### config.mk
export PLATFORM = sky130hd
export DESIGN_NAME = bcd_mod_counter
export DESIGN_NICKNAME = d
export VERILOG_FILES = /design/src/rtl/bcd_mod_counter.sv
export SDC_FILE = /design/constraint.sdc
export NUM_CORES = 1
export LEC_CHECK = 0
export BUFFER_PORTS_ARGS = -buffer_cell sky130_fd_sc_hd__buf_2
export CAP_MARGIN = 20
export CORE_MARGIN = 4
export CORE_UTILIZATION = 45
export CTS_BUF_LIST = sky130_fd_sc_hd__clkbuf_8
export DETAILED_ROUTE_END_ITERATION = 16
export HOLD_SLACK_MARGIN = 0.15
export MAX_ROUTING_LAYER = met4
export PLACE_DENSITY = 0.69
export SETUP_SLACK_MARGIN = 0.1
export SLEW_MARGIN = 10
export SYNTH_ARGS = -nofsm -noshare
export SYNTH_HDL_FRONTEND = slang
export SYNTH_SLANG_ARGS = --single-unit
export TNS_END_PERCENT = 50
### constraint.sdc
create_clock -name clk -period 1.9 [get_ports clk]
set_clock_uncertainty 0.2 [all_clocks]
set_input_delay 0.095 -clock clk [delete_from_list [all_inputs] [get_ports clk]]
set_output_delay 0.095 -clock clk [all_outputs]
set_load 0.02 [all_outputs]
### src/rtl/bcd_mod_counter.sv
module bcd_mod_counter #(
  parameter int MOD = 53
) (
  input  logic       clk,
  input  logic       rst_n,
  input  logic       cnt_strobe,
  input  logic       clr_a,
  input  logic       clr_b,
  input  logic       nine_a,
  input  logic       nine_b,
  output logic [3:0] ones,
  output logic [3:0] tens,
  output logic       tc
);
  localparam int       LAST   = MOD - 1;
  localparam logic [3:0] LAST_T = 4'(LAST / 10);
  localparam logic [3:0] LAST_U = 4'(LAST % 10);

  if ((MOD < 1) || (MOD > 100)) begin : g_bad_mod
    $error("MOD must lie in 1..100");
  end

  function automatic logic [2:0] next5(input logic [2:0] q);
    return (q == 3'd4) ? 3'd0 : q + 3'd1;
  endfunction

  logic       strobe_q;
  logic       u_b, t_b;
  logic [2:0] u_q5, t_q5;

  wire load9   = nine_a & nine_b;
  wire clear0  = clr_a & clr_b & ~load9;
  wire step    = strobe_q & ~cnt_strobe & ~load9 & ~clear0;
  wire at_last = (tens > LAST_T) || ((tens == LAST_T) && (ones >= LAST_U));
  wire wrap    = step & at_last;
  wire u5_en   = step & u_b;
  wire t_en    = u5_en & (u_q5 == 3'd4);
  wire t5_en   = t_en & t_b;

  assign ones = {u_q5, u_b};
  assign tens = {t_q5, t_b};

  always_ff @(posedge clk or negedge rst_n) begin
    if (!rst_n) begin
      strobe_q <= 1'b0;
      u_b <= 1'b0; u_q5 <= 3'd0;
      t_b <= 1'b0; t_q5 <= 3'd0;
      tc  <= 1'b0;
    end else begin
      strobe_q <= cnt_strobe;
      if (load9) begin
        u_b <= 1'b1; u_q5 <= 3'd4;
        t_b <= 1'b0; t_q5 <= 3'd0;
        tc  <= 1'b0;
      end else if (clear0 || wrap) begin
        u_b <= 1'b0; u_q5 <= 3'd0;
        t_b <= 1'b0; t_q5 <= 3'd0;
        tc  <= wrap;
      end else begin
        tc <= 1'b0;
        if (step)  u_b  <= ~u_b;
        if (u5_en) u_q5 <= next5(u_q5);
        if (t_en)  t_b  <= ~t_b;
        if (t5_en) t_q5 <= next5(t_q5);
      end
    end
  end
endmodule

# Word level (Yosys, flattened, before mapping)
# Cells that the tools add are included.
# word_totals
regBits	10
output_inout_bits	9
elab_cells	51
# op_classes
add_sub_neg	2
n_lt_le_gt_ge	2
n_eq_ne	3
n_mux	16
bitwise_logic	15
reduce_logical	7
# ops
operator	count
$mux 3	8
$reduce_bool 3->1	4
$and 1x1->1	10
$mux 1	8
$add 3x1->3 const B	2
$eq 3x3->1 const B	2
$not 1->1	5
$eq 4x3->1 const B	1
$ge 4x2->1 const B	1
$gt 4x3->1 const B	1
$logic_or 1x1->1	2
$logic_and 1x1->1	1

# Logic depth before layout (Yosys ltp)
# logic_depth
depth_word	11
mapped_depth	6
depth_no_buf	6

# Least setup slack after synthesis
# No wires, ideal clock.
# synth_timing
path_type	register to register
from	register u_q5[0]
to	register t_q5[0]
setup_time_ns	0.126
arrival_ns	1.325
t_required_ns	1.574
setup_slack_ns	0.249
path_stages_with_launch	7
period_less_slack_ns	1.651
cell_sequence	dfrtp_1 > inv_1 > ha_1 > nand3_1 > nor3_4 > mux2i_1 > nor2_1
# synth_via
elab_chain_cells	7
word_cells_on_any_way	11
classes_between	order compare (1); eq/ne (1); mux (2); bitwise (3); reduce/logical (4)
# synth_rtl
element	line	source
from (decl)	29	logic [2:0] u_q5, t_q5;
from (signal assigned)	62	if (u5_en) u_q5 <= next5(u_q5);
$ge 4x2->1	34	wire at_last = (tens > LAST_T) || ((tens == LAST_T) && (ones >= LAST_U));
$logic_and 1x1->1	34	
$logic_or 1x1->1	34	
$and 1x1->1	35	wire wrap = step & at_last;
$logic_or 1x1->1	55	end else if (clear0 || wrap) begin
$mux 3	55	
$mux 3	51	if (load9) begin
to (signal assigned)	64	if (t5_en) t_q5 <= next5(t_q5);
to (decl)	29	
# Parallel ways exist; a longest one is shown, timed or not.
# A chain may end at the register's enable or synchronous reset.

# Worst setup path after layout
# layout_timing
from	register u_q5[0]
to	register t_q5[1]
# Same word-level chain as after synthesis.

==> impl_metrics.toml <==
[status]
run_status = "completed"

[place]
place_area_um2 = 733
dp_hpwl_um = 1070
numPortBuffers = 15
gp_congestion = 0.793
place_inst = 93
place_ws_ps = 209

[setup_path]
regToRegSetupSlack_ps = 180
rr_endpoint = "t_q5[1]"
worstSetupPathType = "reg2reg"
endpoint_kind = "flop"
critPathMaxFanout = 6
start_kind = "flop"
r2r.worst_path.cells = 6
timing.rr.start = "u_q5[0]"
cp-startpoint = "u_q5[0]"
worstPathRequired_ps = 1810
cp_data_arrival_time_ps = 1630

[routing]
dr.first_iter.drc_count = 10
routed_wl_um = 1470
wl_met2_um = 761
dr_total_vias = 587
detail-route-antenna-nets = 0
wl_met1_um = 587
top_layer_used = "met4"
wl_per_cell_um = 14.5
wl_met3_um = 96
vias_per_cell = 5.75
drc_errors = 0
firstDrtPassIters = 4

[layout]
final_common_cell = "buf_2"
num-nets-final = 101
fillers = 123
final_cell_mix = "15 x buf_2, 10 x dfrtp_1, 8 x nor2_1"
antenna_cells = 0
multi_input_area_um2 = 375
design_area_um2 = 843
fin_cells = 102
regArea_um2 = 250
syn_to_final_growth_pct = 28.9
drive_above_1_share_pct = 28.7

[floorplan]
initial_core_util_pct = 49.1
rows = 13
die_area_um2 = 2130
num_io_pins = 16
die_x_um = 46.1
core_um2 = 1330
chipHeight_um = 46.1

[synthesis]
synth_adder_area_share_pct = 9.56
ys_types = 27
yosys.area.top_type = "dfrtp_1"
yosysSeqAreaShare_pct = 38.2
syn_area_per_cell_um2 = 10.1
syn_nets = 77
yosys-top-cells-area = "dfrtp_1 38%, ha_1 9.6%, nor2_1 4.6%"
yosysWarnings = 0
synthCells = 65
synth.area.mux_share_pct = 3.06
syn_area_um2 = 654
synth_top_family_by_area = "compound AO/OA/AOI/OAI gates"
synth_xor_xnor_area_share_pct = 2.68
synth_compound_area_share_pct = 21.8
ys_seq_elements = 10
synth_top_cell_area_share_pct = 38.2
synth-simple-area-share_pct = 18.9

[clock_tree]
root_buffer = "clkbuf_8"
clkTransAtPathRegs_ps = 50
cts_buffers = 3
cts_setup_buffers = 0
clockBufferDepth = 2
clk_latency_ps = 230
clkSinkCount = 10
cts_tree = "built"
cts.htree.levels = 1

[worst_hold_path]
worstHoldStart = "clr_a"
holdPathStages = 4
hp-class = "in2reg"
holdPathEnd = "t_q5[2]"

[timing]
fin_crit_ps = 1720
fmaxAchievable_mhz = 583
hold_viol = 0
slew_viol_final = 0
finalSetupTns_ps = 0
min_period_over_period_pct = 90.3
fin_ws_ps = 184
rsz0062_at_grt = "yes"
hold_slack_ps = 156
worst_slew_pin_slew_ps = 463
setup_viol = 0
maxSlewHeadroom_pct = 69.1

[grt]
grt_pass1_wl_um = 2430
overflow = 0
grt.total_usage_pct = 17.6
grt_max_degree = 11
grt_pass1_vias = 532
antenna_found_initial = 0

[pwr]
power_leakage_nw = 0.396
ir_worst_vdd_mv = 0.516
powerDensity_nw_per_um2 = 661

[flow_run]
cap_violations = 0
-- power by group --
part | switching [mW] | total, mW | internal, mW
registers | 0.0175 | 0.242 | 0.224
logic | 0.0581 | 0.102 | 0.0437
clock network | 0.0759 | 0.214 | 0.138
total | 0.151 | 0.558 | 0.406
-- layer usage --
metal | GRT usage [%] | vias to the layer above
met3 | 3.52 | 4
met1 | 20.7 | 284
met2 | 27.5 | 25
met5 | - | -
li1 | - | 274
met4 | 10.2 | 0
-- worst max path at each step --
| stage | end | slack (ps) | cells after the start |
|---|---|---|---|
| 2_1_floorplan | t_q5[0] | 250 | 6 |
| 3_3_place_gp | t_q5[1] | 220 | 6 |
| 3_5_place_dp | t_q5[1] | 210 | 6 |
| 4_1_cts | u_q5[2] | 160 | 6 |
| 5_1_grt | t_q5[2] | 100 | 5 |
| 6_report | t_q5[1] | 180 | 6 |
-- flip-flops by register name, summed over array words and instances, names as in the netlist --
| signal | flops |
|---|---|
| strobe_q | 1 |
| t_b | 1 |
| t_q5 | 3 |
| tc | 1 |
| u_b | 1 |
| u_q5 | 3 |
-- kinds of logic (layout without fill, tap and decap cells) --
| kind of cell | count (synthesis) | in the layout |
|---|---|---|
| adders and majority gates | 5 | 5 |
| and+or+nand+nor | 21 | 21 |
| buffers and inverters | 8 | 30 |
| DFF | 10 | 10 |
| xor gates and xnor gates | 2 | 2 |
| AOI/OAI and AO/OA | 17 | 17 |
| muxes | 2 | 2 |
-- through the flow --
step,power (mW),util [%]
floorplan,0.306,-
global placement,0.332,55.0
detailed placement,0.333,55.0
CTS,0.560,62.6
global route,0.588,63.2
finish,0.558,63.2
-- cell type report --
| cell class | count | area share (%) |
|---|---|---|
| tap | 15 | 2.23 |
| clock buffer | 3 | 4.90 |
| inverter | 6 | 2.67 |
| sequential | 10 | 29.7 |
| timing repair buffer | 21 | 16.0 |
| multi-input combinational | 47 | 44.5 |
-- timing repair --
action	in CTS	in global routing
hold endpoints to repair	17	0
hold buffers	6	0
endpoints found under the setup margin	0	2
gates resized for setup	0	1
-- Yosys cell counts --
master / n
o211ai_4: 1
nor2_1: 8
a21oi_1: 4
and2b_1: 1
xnor2_1: 2
nand3b_2: 1
nor4b_2: 1
a31oi_1: 1
nor3_1: 1
a22o_4: 1
nor3_4: 1
o21ai_0: 2
o21ai_1: 3
buf_4: 2
o41ai_1: 1
inv_1: 6
o2111ai_2: 1
o21a_1: 1
nand3_1: 2
o2111a_2: 1
nand3b_1: 1
and3_1: 1
mux2i_1: 2
o31a_1: 1
nand2_1: 4
dfrtp_1: 10
ha_1: 5
-- worst max-delay path, cell delays in order, from the launching register on --
cell and delay (ps):
dfrtp_1 440, inv_1 110, ha_1 200, nand3_1 150, nor3_4 210, mux2i_1 220
nor2_1 60
No activity file was read; power rests on OpenSTA's default activity.
